===== config.mk =====
export PLATFORM = sky130hd
export DESIGN_NAME = lpm_sequencer
export DESIGN_NICKNAME = d
export VERILOG_FILES = /design/src/rtl/lpm_pkg.sv /design/src/rtl/lpm_dpath.sv /design/src/rtl/lpm_ctrl.sv /design/src/rtl/lpm_sequencer.sv
export SDC_FILE = /design/constraint.sdc
export NUM_CORES = 1
export LEC_CHECK = 0
export BUFFER_PORTS_ARGS = -buffer_cell sky130_fd_sc_hd__buf_2
export CORE_UTILIZATION = 46
export CTS_CLUSTER_SIZE = 14
export DETAILED_ROUTE_END_ITERATION = 10
export PLACE_DENSITY = 0.89
export SLEW_MARGIN = 20
export SYNTH_ARGS = -nofsm -noshare
export SYNTH_HDL_FRONTEND = slang
export SYNTH_SLANG_ARGS = --single-unit

===== constraint.sdc =====
create_clock -name clk -period 2.3 [get_ports clk]
set_clock_uncertainty 0.1 [all_clocks]
set_input_delay 0.46 -clock clk [delete_from_list [all_inputs] [get_ports clk]]
set_output_delay 0.46 -clock clk [all_outputs]
set_load 0.02 [all_outputs]

===== src/rtl/lpm_pkg.sv =====
package lpm_pkg;

  typedef enum logic [2:0] {
    ST_RUN     = 3'd0,
    ST_SLEEP   = 3'd1,
    ST_STOP    = 3'd2,
    ST_WAKEUP  = 3'd3,
    ST_STANDBY = 3'd4,
    ST_CORERST = 3'd5
  } lpmState_t;

  localparam logic [1:0] REG_MAIN   = 2'd0;
  localparam logic [1:0] REG_LOWPWR = 2'd1;
  localparam logic [1:0] REG_OFF    = 2'd2;

  localparam logic [1:0] SEL_SLEEP   = 2'd0;
  localparam logic [1:0] SEL_STOP    = 2'd1;
  localparam logic [1:0] SEL_STANDBY = 2'd2;

  localparam logic [1:0] MODE_RUN   = 2'd0;
  localparam logic [1:0] MODE_SLEEP = 2'd1;
  localparam logic [1:0] MODE_STOP  = 2'd2;
  localparam logic [1:0] MODE_STBY  = 2'd3;

  // control -> datapath strobes
  typedef struct packed {
    logic cntClr;
    logic latchSrc;
  } ctrlStrobe_t;

  // datapath -> control conditions
  typedef struct packed {
    logic stopWake;
    logic stbyWake;
    logic stbyBlock;
    logic cntDone;
  } dpStatus_t;

endpackage


===== src/rtl/lpm_dpath.sv =====
module lpm_dpath
  import lpm_pkg::*;
#(
  parameter int NUM_EVT     = 18,
  parameter int RTC_LINE    = 16,
  parameter int WAIT_CYCLES = 4,
  parameter int SRC_W       = 5,
  parameter int CNT_W       = 3
) (
  input  logic               clk,
  input  logic               rstN,
  input  logic [NUM_EVT-1:0] wakeEvt,
  input  logic               wakePin,
  input  logic               extResetReq,
  input  logic               wdtResetReq,
  input  logic               pvdEnable,
  input  logic               pvdBelow,
  input  ctrlStrobe_t        strobe,
  output dpStatus_t          status,
  output logic               pvdIrq,
  output logic [SRC_W-1:0]   wakeSrc
);

  localparam logic [SRC_W-1:0] PVD_SRC  = SRC_W'(NUM_EVT);
  localparam logic [CNT_W-1:0] CNT_LAST = CNT_W'(WAIT_CYCLES - 1);

  logic             pinMeta, pinSync, pinLast;
  logic             pinRise;
  logic [CNT_W-1:0] waitCnt;
  logic [SRC_W-1:0] nextSrc;

  // two-flop synchronizer plus edge history
  always_ff @(posedge clk or negedge rstN) begin
    if (!rstN) begin
      pinMeta <= 1'b0;
      pinSync <= 1'b0;
      pinLast <= 1'b0;
    end else begin
      pinMeta <= wakePin;
      pinSync <= pinMeta;
      pinLast <= pinSync;
    end
  end

  assign pinRise = pinSync & ~pinLast;

  always_ff @(posedge clk or negedge rstN) begin
    if (!rstN) pvdIrq <= 1'b0;
    else       pvdIrq <= pvdEnable & pvdBelow;
  end

  // oscillator settle counter
  always_ff @(posedge clk or negedge rstN) begin
    if (!rstN)                  waitCnt <= '0;
    else if (strobe.cntClr)     waitCnt <= '0;
    else if (waitCnt != CNT_LAST) waitCnt <= waitCnt + CNT_W'(1);
  end

  // lowest set line wins; monitor only when no line is set
  always_comb begin
    nextSrc = PVD_SRC;
    for (int i = NUM_EVT - 1; i >= 0; i--) begin
      if (wakeEvt[i]) nextSrc = SRC_W'(i);
    end
  end

  always_ff @(posedge clk or negedge rstN) begin
    if (!rstN)                wakeSrc <= '0;
    else if (strobe.latchSrc) wakeSrc <= nextSrc;
  end

  assign status.stopWake  = (|wakeEvt) | pvdIrq;
  assign status.stbyWake  = extResetReq | wdtResetReq | pinRise | wakeEvt[RTC_LINE];
  assign status.stbyBlock = extResetReq | wdtResetReq | pinSync | wakeEvt[RTC_LINE];
  assign status.cntDone   = (waitCnt == CNT_LAST);

endmodule


===== src/rtl/lpm_ctrl.sv =====
module lpm_ctrl
  import lpm_pkg::*;
(
  input  logic        clk,
  input  logic        rstN,
  input  logic        swEnterReq,
  input  logic [1:0]  swModeSel,
  input  logic        swStopLowPwr,
  input  logic        irqPending,
  input  logic        extResetReq,
  input  logic        wdtResetReq,
  input  dpStatus_t   status,
  output ctrlStrobe_t strobe,
  output logic        cpuClkEn,
  output logic        coreClkEn,
  output logic        pllEn,
  output logic        hsiEn,
  output logic        hseEn,
  output logic [1:0]  regMode,
  output logic        backupRetain,
  output logic        coreRstOut,
  output logic [1:0]  modeOut
);

  lpmState_t state, nextState;
  logic      stopLp;

  always_comb begin
    nextState = state;
    strobe    = '0;
    if (extResetReq || wdtResetReq) begin
      nextState = ST_CORERST;
    end else begin
      unique case (state)
        ST_RUN: begin
          if (swEnterReq) begin
            case (swModeSel)
              SEL_SLEEP:   if (!irqPending)       nextState = ST_SLEEP;
              SEL_STOP:    if (!status.stopWake)  nextState = ST_STOP;
              SEL_STANDBY: if (!status.stbyBlock) nextState = ST_STANDBY;
              default:     nextState = ST_RUN;
            endcase
          end
        end
        ST_SLEEP:   if (irqPending) nextState = ST_RUN;
        ST_STOP: begin
          if (status.stopWake) begin
            nextState       = ST_WAKEUP;
            strobe.cntClr   = 1'b1;
            strobe.latchSrc = 1'b1;
          end
        end
        ST_WAKEUP:  if (status.cntDone)  nextState = ST_RUN;
        ST_STANDBY: if (status.stbyWake) nextState = ST_CORERST;
        ST_CORERST: nextState = ST_RUN;
        default:    nextState = ST_RUN;
      endcase
    end
  end

  always_ff @(posedge clk or negedge rstN) begin
    if (!rstN) begin
      state        <= ST_RUN;
      stopLp       <= 1'b0;
      backupRetain <= 1'b0;
    end else begin
      state <= nextState;
      if (state == ST_RUN && nextState == ST_STOP) stopLp <= swStopLowPwr;
      if (nextState == ST_STANDBY) backupRetain <= 1'b1;
    end
  end

  // output decode per state
  always_comb begin
    cpuClkEn   = 1'b1;
    coreClkEn  = 1'b1;
    pllEn      = 1'b1;
    hsiEn      = 1'b1;
    hseEn      = 1'b1;
    regMode    = REG_MAIN;
    coreRstOut = 1'b0;
    modeOut    = MODE_RUN;
    unique case (state)
      ST_SLEEP: begin
        cpuClkEn = 1'b0;
        modeOut  = MODE_SLEEP;
      end
      ST_STOP: begin
        cpuClkEn  = 1'b0;
        coreClkEn = 1'b0;
        pllEn     = 1'b0;
        hsiEn     = 1'b0;
        hseEn     = 1'b0;
        regMode   = stopLp ? REG_LOWPWR : REG_MAIN;
        modeOut   = MODE_STOP;
      end
      ST_WAKEUP: begin
        cpuClkEn  = 1'b0;
        coreClkEn = 1'b0;
        modeOut   = MODE_STOP;
      end
      ST_STANDBY: begin
        cpuClkEn  = 1'b0;
        coreClkEn = 1'b0;
        pllEn     = 1'b0;
        hsiEn     = 1'b0;
        hseEn     = 1'b0;
        regMode   = REG_OFF;
        modeOut   = MODE_STBY;
      end
      ST_CORERST: begin
        cpuClkEn   = 1'b0;
        coreClkEn  = 1'b0;
        coreRstOut = 1'b1;
        modeOut    = MODE_STBY;
      end
      default: ;
    endcase
  end

endmodule


===== src/rtl/lpm_sequencer.sv =====
module lpm_sequencer
  import lpm_pkg::*;
#(
  parameter int NUM_EVT     = 18,
  parameter int RTC_LINE    = 16,
  parameter int WAIT_CYCLES = 4,
  localparam int SRC_W      = $clog2(NUM_EVT + 1),
  localparam int CNT_W      = $clog2(WAIT_CYCLES) + 1
) (
  input  logic               clk,
  input  logic               rstN,
  input  logic               swEnterReq,
  input  logic [1:0]         swModeSel,
  input  logic               swStopLowPwr,
  input  logic               irqPending,
  input  logic [NUM_EVT-1:0] wakeEvt,
  input  logic               wakePin,
  input  logic               extResetReq,
  input  logic               wdtResetReq,
  input  logic               pvdEnable,
  input  logic               pvdBelow,
  output logic               cpuClkEn,
  output logic               coreClkEn,
  output logic               pllEn,
  output logic               hsiEn,
  output logic               hseEn,
  output logic [1:0]         regMode,
  output logic               backupRetain,
  output logic               coreRstOut,
  output logic               pvdIrq,
  output logic [SRC_W-1:0]   wakeSrc,
  output logic [1:0]         modeOut
);

  ctrlStrobe_t strobe;
  dpStatus_t   status;

  lpm_ctrl u_ctrl (
    .clk          (clk),
    .rstN         (rstN),
    .swEnterReq   (swEnterReq),
    .swModeSel    (swModeSel),
    .swStopLowPwr (swStopLowPwr),
    .irqPending   (irqPending),
    .extResetReq  (extResetReq),
    .wdtResetReq  (wdtResetReq),
    .status       (status),
    .strobe       (strobe),
    .cpuClkEn     (cpuClkEn),
    .coreClkEn    (coreClkEn),
    .pllEn        (pllEn),
    .hsiEn        (hsiEn),
    .hseEn        (hseEn),
    .regMode      (regMode),
    .backupRetain (backupRetain),
    .coreRstOut   (coreRstOut),
    .modeOut      (modeOut)
  );

  lpm_dpath #(
    .NUM_EVT     (NUM_EVT),
    .RTC_LINE    (RTC_LINE),
    .WAIT_CYCLES (WAIT_CYCLES),
    .SRC_W       (SRC_W),
    .CNT_W       (CNT_W)
  ) u_dpath (
    .clk         (clk),
    .rstN        (rstN),
    .wakeEvt     (wakeEvt),
    .wakePin     (wakePin),
    .extResetReq (extResetReq),
    .wdtResetReq (wdtResetReq),
    .pvdEnable   (pvdEnable),
    .pvdBelow    (pvdBelow),
    .strobe      (strobe),
    .status      (status),
    .pvdIrq      (pvdIrq),
    .wakeSrc     (wakeSrc)
  );

endmodule


Word-level counts from Yosys, hierarchy flattened
Cells that the tools add are included.
- multiplexer cells: 41
- reduce and logical (&&, ||, !) cells: 11
- bitwise operators: 9
- equal/unequal tests: 11
- $add $sub $neg: 1
- operators with widths (kind ; count):
    5-bit two-way mux ; 17
    3-bit two-way mux ; 11
    18-bit OR reduction ; 1
    3-bit one-hot mux with 5 select lines ; 1
    3-bit by 2-bit equality test with 1-bit output, second input constant ; 4
    3-bit equality test, second input constant ; 3
    3-bit one-hot mux with 3 select lines ; 1
    2-bit two-way mux ; 4
    1-bit OR ; 6
    2-bit one-hot mux with 3 select lines ; 1
    2-bit OR reduction ; 3
    1-bit two-way mux ; 5
    5-bit OR reduction ; 1
    2-bit one-hot mux with 2 select lines ; 1
    4-bit OR reduction ; 1
    3-bit by 1-bit adder with 3-bit output, second input constant ; 1
    3-bit by 1-bit equality test with 1-bit output, second input constant ; 1
    3-bit zero test ; 1
    3-bit by 2-bit inequality test with 1-bit output, second input constant ; 1
    1-bit bitwise AND ; 2
    2-bit by 1-bit equality test with 1-bit output, second input constant ; 1
    2-bit equality test, second input constant ; 1
    2-bit zero test ; 1
    2-bit nonzero test ; 1
    3 further kinds ; 3
- input port bits: 30
- logic and storage cells: 82
- bits in registers: 17

Depth between registers and ports, before layout
Gate-level depths: netlist of the first run.
- word-level depth: 18
- gate-level depth with buffers: 6

Modules after synthesis
From an unflattened synthesis of the first run, not the netlist that was laid out.
- cells, all modules: 122
- area total of the unflattened synthesis: 1104.8 µm²
- by module, submodules not included (module ; instances ; area each (µm²) ; seq. area each (µm²) ; cells each):
    lpm_dpath ; 1 ; 655.6 ; 300.3 ; 70
    lpm_ctrl ; 1 ; 449.2 ; 125.1 ; 52

Worst setup path after synthesis of the first run
No wires, ideal clock.
- path kind: input -> register
- from: input port wakeEvt[9]
- to: register u_ctrl.stopLp
- cell stages on the path: 5
- required time: 2072 ps
- library setup time: 128 ps
- path buffers: 0
- path slack: 241 ps
- arrival time: 1831 ps
- cells stage by stage: nor4_1 nand4_1 or3_1 nor3_2 mux2_1
- word-level cells in the longest chain between the ends: 9
- RTL lines (item ; line ; text):
    start: declaration ; lpm_sequencer.sv:16 ; input logic [NUM_EVT-1:0] wakeEvt,
    18-bit OR reduction * ; lpm_dpath.sv:72 ; assign status.stopWake = (|wakeEvt) | pvdIrq;
    1-bit OR * ; lpm_dpath.sv:72 ;
    3-bit two-way mux ; lpm_ctrl.sv:39 ; SEL_STOP: if (!status.stopWake) nextState = ST_STOP;
    3-bit one-hot mux with 3 select lines ; lpm_ctrl.sv:37 ; case (swModeSel)
    3-bit two-way mux ; lpm_ctrl.sv:36 ; if (swEnterReq) begin
    3-bit one-hot mux with 5 select lines * ; lpm_ctrl.sv:34 ; unique case (state)
    3-bit two-way mux * ; lpm_ctrl.sv:31 ; if (extResetReq || wdtResetReq) begin
    3-bit by 2-bit equality test with 1-bit output * ; lpm_ctrl.sv:68 ; if (state == ST_RUN && nextState == ST_STOP) stopLp <= swStopLowPwr;
    1-bit logical AND * ; lpm_ctrl.sv:68 ;
    end signal: assignment ; lpm_ctrl.sv:68 ;
    end: declaration ; lpm_ctrl.sv:26 ; logic stopLp;
Every way passes the cells marked *; elsewhere a longest branch is shown, timed or not.
A chain may end at the register's enable or synchronous reset.

Worst setup path after layout of the first run
Ends and elaborated chain as after synthesis.

==> results of run 1 <==
state kept, by name, summed over array words and instances (netlist names):
signal	count
u_dpath.pinSync	1
u_dpath.pinLast	1
u_dpath.wakeSrc	5
u_ctrl.state	3
u_dpath.waitCnt	3
u_dpath.pinMeta	1
u_ctrl.backupRetain	1
u_ctrl.stopLp	1
u_dpath.pvdIrq	1
cell families after synthesis:
kind of cell / after synthesis / share of synthesized area
AND/OR/NAND/NOR: 59 / 0.303
AO/OA/AOI/OAI: 27 / 0.170
flip-flops: 17 / 0.417
buffers and inverters: 13 / 0.0564
multiplexers: 2 / 0.0208
adder cells (fa/ha/maj): 2 / 0.0245
XOR/XNOR: 1 / 0.00858
worst max-delay path: cells and delay by family:
kind	cells	cell delay, ns
simple gates	4	1.22
mux	1	0.34
buf+inv	1	0.11
cell type report:
cell class              count  area [µm²]  share of cell area
repair buffers             50         263               0.199
multi-input cells          91         538               0.407
clock inverters             1        5.00             0.00379
clock buffers               3        22.5              0.0170
well taps                  27        33.8              0.0256
flip-flops and latches     17         425               0.322
inverters                   9        33.8              0.0256
worst min-delay path by stage:
stage	end	cells past startpoint	slack [ns]	start
after CTS	u_dpath.pinMeta	1	0.17	wakePin
after global placement	u_dpath.pinSync	0	0.23	u_dpath.pinMeta
after detailed placement	u_dpath.pinSync	0	0.24	u_dpath.pinMeta
final	u_dpath.pinMeta	1	0.18	wakePin
after global routing	u_dpath.pinMeta	1	0.17	wakePin
after floorplan	u_ctrl.backupRetain	0	0.06	rstN
timing repair:
action	4_1_cts	5_1_grt
hold buffers	1	0
endpoints found under the setup margin	0	0
endpoints found under the hold margin	17	0
power breakdown:
part           internal, mW  switching [mW]  total [mW]
clock network        0.0645          0.0846       0.149
logic                0.0977           0.132       0.230
registers             0.335          0.0239       0.359
total                 0.497           0.240       0.737
per-stage QoR:
stage	total power [mW]	setup WS, ns	TNS, ns
after detailed placement	0.594	-0.0589	-0.0589
final	0.737	0.233	0
after global placement	0.566	0.0323	0
after global routing	0.785	0.170	0
after floorplan	0.502	0.241	0
after CTS	0.749	0.247	0
placed cells by master, fill, tap and decap left out:
cell type,Yosys,layout
nor3_1,3,3
nand4_1,1,1
nand2_1,14,14
and3_1,1,1
inv_1,9,9
o311ai_0,1,1
nand2b_1,4,4
nand3b_1,1,1
nor2b_1,3,3
o21ai_0,10,10
or3_1,3,3
clkbuf_4,0,3
a21oi_1,6,6
nor2_1,18,18
a21boi_0,1,1
buf_2,1,46
o211ai_1,2,2
o21bai_1,2,2
o41ai_1,1,1
nor3b_1,1,1
dfrtp_1,17,17
a21o_1,1,1
nor3_2,1,1
mux2_1,1,1
o31ai_1,1,1
dlygate4sd3_1,0,1
buf_4,2,3
nand3_1,1,1
nor4_1,3,3
xor2_1,1,1
a221oi_2,1,1
nor4_2,3,3
and2_1,2,2
mux2i_1,1,1
clkinv_2,0,1
ha_1,2,2
a41oi_1,1,1
routing by layer:
metal / GRT usage / vias up / wire, µm
met1: 0.236 / 488 / 980
met2: 0.361 / 49 / 1250
met4: 0.0931 / 0 / 29
met3: 0.0374 / 6 / 146
li1: - / 523 / -
met5: 0 / - / 0
synthesized netlist by cell type, types with 2 or more instances:
master    count  share of area
nor2_1       18          0.066
dfrtp_1      17           0.42
nand2_1      14          0.051
o21ai_0      10          0.049
inv_1         9          0.033
a21oi_1       6          0.029
nand2b_1      4          0.025
nor2b_1       3          0.018
nor3_1        3          0.015
nor4_1        3          0.018
nor4_2        3          0.037
or3_1         3          0.018
and2_1        2          0.012
buf_4         2          0.015
ha_1          2          0.025
o211ai_1      2          0.015
o21bai_1      2          0.015
==> impl_metrics.env, run 1 <==
export IMPL_cts_tree="done"
export IMPL_slew_headroom=0.752
export IMPL_tightest_slew_ns=0.369
export IMPL_design_area_um2=1320
export IMPL_cp_max_fo=4
export IMPL_antenna_cells=0
export IMPL_grt_pass1_vias=956
export IMPL_drv_cap=0
export IMPL_fin_nets=204
export IMPL_end_kind="register"
export IMPL_cts_buffers=3
export IMPL_critPathKind="input pin to register"
export IMPL_r2r_cells=4
export IMPL_period_needed_ns=2.07
export IMPL_firstDrtPassIters=4
export IMPL_h_tree_depth=1
export IMPL_dp_cells=193
export IMPL_setup_viol_count_final=0
export IMPL_root_buffer="clkbuf_4"
export IMPL_place_congestion=0.980
export IMPL_reg2reg_to="u_ctrl.stopLp"
export IMPL_clk_latency_ns=0.28
export IMPL_slowest_stage="or3_1"
export IMPL_vias=1066
export IMPL_crit_end="u_ctrl.stopLp"
export IMPL_crit_path_max_incr_delay_ns=0.42
export IMPL_syn_area_um2=1020
export IMPL_netlist_instances=121
export IMPL_postSynth_asyncResetShare=1.00
export IMPL_cts_repair_resized=0
export IMPL_synth_edf_count=0
export IMPL_clk_pin_slew_ns=0.09
export IMPL_ys_ff_latch=17
export IMPL_die_h_um=49.1
export IMPL_synth_warnings=0
export IMPL_power_density_nw_per_um2=558
export IMPL_drt_vias_per_instance=5.38
export IMPL_die_area_um2=2410
export IMPL_fin_hold_ws_ns=0.184
export IMPL_port_buffers=46
export IMPL_grt_usage=0.204
export IMPL_post_cts_buffers=0
export IMPL_clockBufferDepth=2
export IMPL_max_freq_mhz=484
export IMPL_p_leak_nw=0.640
export IMPL_worst_r2r_setup_slack_ns=0.40
export IMPL_status="completed"
export IMPL_period_share=0.899
export IMPL_layout_cells_non_filler=198
export IMPL_arrival_ns=2.14
export IMPL_antenna_left=0
export IMPL_hold_violations=0
export IMPL_drtIter0Drc=24
export IMPL_area_growth_pct=29.4
export IMPL_rsz0062_at_grt="false"
export IMPL_syn_num_nets=153
export IMPL_critPathLaunch="wakeEvt[9]"
export IMPL_nFillCells=175
export IMPL_layout_drive_gt1_share=0.339
export IMPL_ys_seq_area_frac=0.417
export IMPL_io_pins=47
export IMPL_hpwlAfterDp_um=1990
export IMPL_synth_ff_type="dfrtp_1"
export IMPL_avgSynthCellArea_um2=8.44
export IMPL_grt_max_degree=18
export IMPL_worstPathCellList="buf_2 > nor4_1 > nand4_1 > or3_1 > nor3_2 > mux2_1"
export IMPL_critical_path_startpoint_type="input pin"
export IMPL_synth_distinct_cells=35
export IMPL_placed_cell_area_um2=1280
export IMPL_cts_sinks=17
export IMPL_wirelength_um=2410
export IMPL_route_detailed_drc=0
export IMPL_initial_core_util=0.505
export IMPL_ir_drop_v=0.000402
export IMPL_final_util=0.653
export IMPL_timing_rr_start="u_dpath.pvdIrq"
export IMPL_rows=16
export IMPL_core_um2=2020
export IMPL_grt_overflow=0
export IMPL_hp_class="input pin to register"
export IMPL_grt_pass1_wl_um=3770
export IMPL_drv_slew=0
export IMPL_die_w_um=49.1
export IMPL_wire_per_inst_um=12.2
export IMPL_antenna_found_initial=0
export IMPL_cp_required_ns=2.37
No activity file was read; power rests on OpenSTA's default activity.
==> inputs of run 2 (changes only) <==
Settings changed: CORE_ASPECT_RATIO set to 1.2, CORE_MARGIN set to 10.
==> run 2 against run 1 <==
Effect of this change: combinational power barely moved; highest routed layer unchanged; global-route usage fell by 7.5 points; setup slack improved by 0.027 ns; routed wire length rose by 24%; cell area barely moved.
==> impl_metrics.env, run 2 (same netlist as run 1, synthesis figures left out) <==
export IMPL_cts_sinks=17
export IMPL_antenna_cells=0
export IMPL_p_int_uw=497
export IMPL_max_freq_mhz=490
export IMPL_rows=18
export IMPL_drv_slew=0
export IMPL_cts_buffers=3
export IMPL_cp_required_ns=2.38
export IMPL_grt_pass1_wl_um=4950
export IMPL_place_congestion=0.857
export IMPL_clockBufferDepth=2
export IMPL_vias=1063
export IMPL_initial_core_util=0.487
export IMPL_largest_reg_flops=5
export IMPL_layout_drive_gt1_share=0.335
export IMPL_clk_pin_slew_ns=0.10
export IMPL_die_w_um=63.0
export IMPL_critical_path_startpoint_type="input pin"
export IMPL_grt_max_degree=18
export IMPL_grt_usage=0.129
export IMPL_h_tree_depth=1
export IMPL_slew_headroom=0.750
export IMPL_met2_length_um=1530
export IMPL_grt_overflow=0
export IMPL_root_buffer="clkbuf_4"
export IMPL_arrival_ns=2.12
export IMPL_critPathKind="input pin to register"
export IMPL_routed_wl_met3_um=288
export IMPL_top_layer="met4"
export IMPL_p_leak_nw=0.631
export IMPL_period_needed_ns=2.04
export IMPL_power_density_nw_per_um2=571
export IMPL_antenna_left=0
export IMPL_multi_input_area_um2=538
export IMPL_tightest_slew_ns=0.372
export IMPL_firstDrtPassIters=4
export IMPL_seqCellArea_um2=425
export IMPL_hold_violations=0
export IMPL_wl_met1_um=1130
export IMPL_rsz0062_at_grt="false"
export IMPL_ir_drop_v=0.000705
export IMPL_status="completed"
export IMPL_antenna_found_initial=0
export IMPL_mostFrequentLayoutCells="46 x buf_2, 18 x nor2_1, 17 x dfrtp_1"
export IMPL_pwr_share_clk=0.216
export IMPL_tns_ns=0
export IMPL_clk_latency_ns=0.29
export IMPL_die_area_um2=4510
export IMPL_nFillCells=188
export IMPL_fin_nets=203
export IMPL_power_uw=753
export IMPL_p_switching_uw=256
export IMPL_cp_max_fo=4
export IMPL_drt_vias_per_instance=5.32
export IMPL_end_kind="register"
export IMPL_wirelength_um=2980
export IMPL_layout_commonest_cell="buf_2"
export IMPL_cts_tree="done"
export IMPL_core_um2=2090
export IMPL_area_growth_pct=29.3
export IMPL_pwr_share_seq=0.476
export IMPL_io_pins=47
export IMPL_route_detailed_drc=0
export IMPL_drv_cap=0
export IMPL_wire_per_inst_um=14.9
export IMPL_hp_class="input pin to register"
export IMPL_comb_power_share=0.308
export IMPL_period_share=0.887
export IMPL_top_register="u_dpath.wakeSrc"
export IMPL_die_h_um=71.6
export IMPL_setup_viol_count_final=0
export IMPL_grt_pass1_vias=1189
export IMPL_port_buffers=46
export IMPL_hpwlAfterDp_um=2540
export IMPL_p_sw_frac=0.341
export IMPL_drtIter0Drc=24
export IMPL_reg_largest_list="u_dpath.wakeSrc (5), u_ctrl.state (3), u_dpath.waitCnt (3)"
==> run 2: cell types whose count changed in the layout (fill, tap and decap cells not counted), sizes merged <==
cell	previous run	this run
buf	49	48
clkinv	1	0
clkinvlp	0	1
==> run 2: repair_timing <==
| action | in CTS | in global routing |
|---|---|---|
| buffers inserted | 0 | 0 |
| hold buffers | 1 | 0 |
| endpoints found under the hold margin | 17 | 0 |
| gates resized for setup | 0 | 0 |
==> run 2: layout make-up <==
class	count	area share
multi-input cells	91	0.408
repair buffers	49	0.193
flip-flops and latches	17	0.322
clock buffers	3	0.0171
inverters	9	0.0256
clock inverters	1	0.00569
well taps	30	0.0284
==> run 2: power by group through the flow <==
stage / Clock (mW) / Sequential [mW] / Combinational (mW)
4_1_cts: 0.165 / 0.359 / 0.233
5_1_grt: 0.178 / 0.362 / 0.259
3_3_place_gp: 0 / 0.360 / 0.207
6_report: 0.163 / 0.358 / 0.232
2_1_floorplan: 0 / 0.359 / 0.143
3_5_place_dp: 0 / 0.365 / 0.230
==> run 2: critical path: stages <==
cell and delay [ns]:
buf_2 0.11, nor4_1 0.38, nand4_1 0.23, or3_1 0.42, nor3_2 0.19, mux2_1 0.33
==> run 2: final timing paths <==
check,from,to,slack [ns],cells past startpoint
min,wakePin,u_dpath.pinMeta,0.17,1
max reg2reg,u_dpath.pvdIrq,u_ctrl.stopLp,0.43,4
min in group asynchronous,rstN,u_dpath.pinSync,0.51,2
min reg2reg,u_dpath.pinMeta,u_dpath.pinSync,0.27,0
max,wakeEvt[9],u_ctrl.stopLp,0.26,6
max in group asynchronous,rstN,u_ctrl.stopLp,1.32,2
==> run 2: metal layers <==
metal | track usage | up-vias
met5 | 0 | -
met4 | 0.0323 | 0
met3 | 0.0560 | 4
met2 | 0.245 | 42
met1 | 0.123 | 498
li1 | - | 519
==> run 2: through the flow <==
| stage | std cells | setup slack [ns] | hold WS, ns | instance area (µm²) | util |
|---|---|---|---|---|---|
| after floorplan | 121 | 0.241 | 0.0644 | 1020 | - |
| after global placement | 195 | 0.0317 | 0.236 | 1280 | 0.611 |
| after detailed placement | 195 | -0.0417 | 0.253 | 1280 | 0.611 |
| after CTS | 200 | 0.267 | 0.171 | 1320 | 0.630 |
| after global routing | 200 | 0.185 | 0.165 | 1320 | 0.630 |
| final | 200 | 0.260 | 0.172 | 1320 | 0.630 |
==> inputs of run 3 (changes only) <==
Settings changed: CORE_MARGIN 10 to unset, TNS_END_PERCENT set to 10.
==> run 3 against run 2 <==
Effect of this change: via count down 1.7%; sequential power barely moved; combinational power down 4%; cell count down 0.50%; maximum frequency shrank 0.41%; clock-buffer cell count unchanged; total power is 1.3% lower; setup slack got worse by 0.0085 ns; first-iteration DRC count fell by 42%; largest power group unchanged; critical path type unchanged; clock power hardly changed; hold slack improved by 0.0042 ns; cell area shrank 0.76%.
==> impl_metrics.env, run 3 (same netlist as run 1, synthesis figures left out) <==
export IMPL_worstPathCellList="buf_2 > nor4_2 > nand4_1 > or3_1 > nor3_2 > mux2_1"
export IMPL_firstDrtPassIters=4
export IMPL_route_detailed_drc=0
export IMPL_dpl_worst_slack_ns=-0.0829
export IMPL_post_cts_buffers=0
export IMPL_pwr_share_clk=0.219
export IMPL_vias=1045
export IMPL_slowest_stage="or3_1"
export IMPL_wirelength_um=2420
export IMPL_critPathKind="input pin to register"
export IMPL_fin_nets=202
export IMPL_status="completed"
export IMPL_period_share=0.891
export IMPL_clockBufferDepth=2
export IMPL_grt_pass1_vias=1069
export IMPL_ir_drop_v=0.000339
export IMPL_setup_viol_count_final=0
export IMPL_drt_vias_per_instance=5.25
export IMPL_power_density_nw_per_um2=568
export IMPL_fin_ws_ns=0.252
export IMPL_drtIter0Drc=14
export IMPL_hp_class="input pin to register"
export IMPL_rsz0062_at_grt="false"
export IMPL_max_freq_mhz=488
export IMPL_antenna_cells=0
export IMPL_drv_cap=0
export IMPL_drv_slew=0
export IMPL_antenna_found_initial=0
export IMPL_wire_per_inst_um=12.2
export IMPL_cts_sinks=17
export IMPL_fin_hold_ws_ns=0.176
export IMPL_p_int_uw=495
export IMPL_cts_repair_resized=0
export IMPL_cp_required_ns=2.39
export IMPL_die_area_um2=2410
export IMPL_io_pins=47
export IMPL_hpwlAfterDp_um=1990
export IMPL_die_h_um=53.6
export IMPL_p_sw_frac=0.335
export IMPL_cts_tree="done"
export IMPL_comb_power_share=0.299
export IMPL_power_uw=744
export IMPL_p_leak_nw=0.629
export IMPL_hold_violations=0
export IMPL_period_needed_ns=2.05
export IMPL_rows=18
export IMPL_cp_max_fo=4
export IMPL_layout_commonest_cell="buf_2"
export IMPL_antenna_left=0
export IMPL_die_w_um=45.0
export IMPL_core_um2=2070
export IMPL_slew_headroom=0.758
export IMPL_grt_overflow=0
export IMPL_grt_usage=0.245
export IMPL_clk_latency_ns=0.29
export IMPL_critical_path_startpoint_type="input pin"
export IMPL_initial_core_util=0.493
export IMPL_layout_drive_gt1_share=0.331
export IMPL_mostFrequentLayoutCells="46 x buf_2, 18 x nor2_1, 17 x dfrtp_1"
export IMPL_crit_path_max_incr_delay_ns=0.41
export IMPL_tightest_slew_ns=0.359
export IMPL_area_growth_pct=28.3
export IMPL_place_congestion=0.809
export IMPL_port_buffers=46
export IMPL_arrival_ns=2.14
export IMPL_pwr_share_seq=0.483
export IMPL_h_tree_depth=1
export IMPL_largest_reg_flops=5
export IMPL_p_switching_uw=249
export IMPL_grt_max_degree=18
export IMPL_top_register="u_dpath.wakeSrc"
export IMPL_root_buffer="clkbuf_4"
export IMPL_end_kind="register"
export IMPL_cts_hold_buf=1
export IMPL_cts_buffers=3
export IMPL_grt_pass1_wl_um=4280
export IMPL_clk_pin_slew_ns=0.11
export IMPL_reg_largest_list="u_dpath.wakeSrc (5), u_ctrl.state (3), u_dpath.waitCnt (3)"
-- run 3: changes by cell type in the layout (fill, tap and decap cells not counted) --
cell	change
clkinvlp_4	-1
buf_4	-1
clkinv_2	+1
-- run 3: final cells by class --
cell class / count / area [µm²]
tap: 30 / 37.5
clock inverter: 1 / 5.00
inverter: 9 / 33.8
sequential: 17 / 425
clock buffer: 3 / 22.5
fill: 203 / 762
timing repair buffer: 48 / 248
multi-input combinational: 91 / 538
-- run 3: per-layer routing --
metal | track usage | part of all wire
met5 | 0 | 0
met4 | 0.116 | 0.018
met3 | 0.0201 | 0.033
met2 | 0.471 | 0.54
met1 | 0.262 | 0.40
-- run 3: worst paths after layout --
check / from / to / slack (ns) / depth (start not counted)
worst max-delay path: wakeEvt[5] / u_ctrl.stopLp / 0.25 / 6
worst min-delay path: wakePin / u_dpath.pinMeta / 0.18 / 1
worst max register to register: u_dpath.pvdIrq / u_ctrl.stopLp / 0.42 / 4
worst min register to register: u_dpath.pinMeta / u_dpath.pinSync / 0.30 / 0
max in group asynchronous: rstN / u_dpath.pinMeta / 1.32 / 2
min in group asynchronous: rstN / u_dpath.wakeSrc[4] / 0.51 / 2
-- run 3: worst max-delay path, delay by kind of cell --
family	cells	cell delay (ns)
multiplexers	1	0.34
buffers and inverters	1	0.12
AND/OR/NAND/NOR	4	1.21
-- run 3: power groups by stage --
stage / sequential (mW) / clock [mW] / combinational [mW]
4_1_cts: 0.359 / 0.162 / 0.225
6_report: 0.359 / 0.163 / 0.222
3_3_place_gp: 0.360 / 0 / 0.206
3_5_place_dp: 0.365 / 0 / 0.221
5_1_grt: 0.363 / 0.178 / 0.260
2_1_floorplan: 0.359 / 0 / 0.143
-- run 3: through the flow --
| step | cells | cell area (µm²) | setup TNS [ns] | util |
|---|---|---|---|---|
| 3_5_place_dp | 194 | 1270 | -0.0829 | 0.614 |
| 6_report | 199 | 1310 | 0 | 0.632 |
| 4_1_cts | 199 | 1310 | 0 | 0.632 |
| 5_1_grt | 199 | 1310 | 0 | 0.632 |
| 3_3_place_gp | 194 | 1270 | 0 | 0.614 |
| 2_1_floorplan | 121 | 1020 | 0 | - |
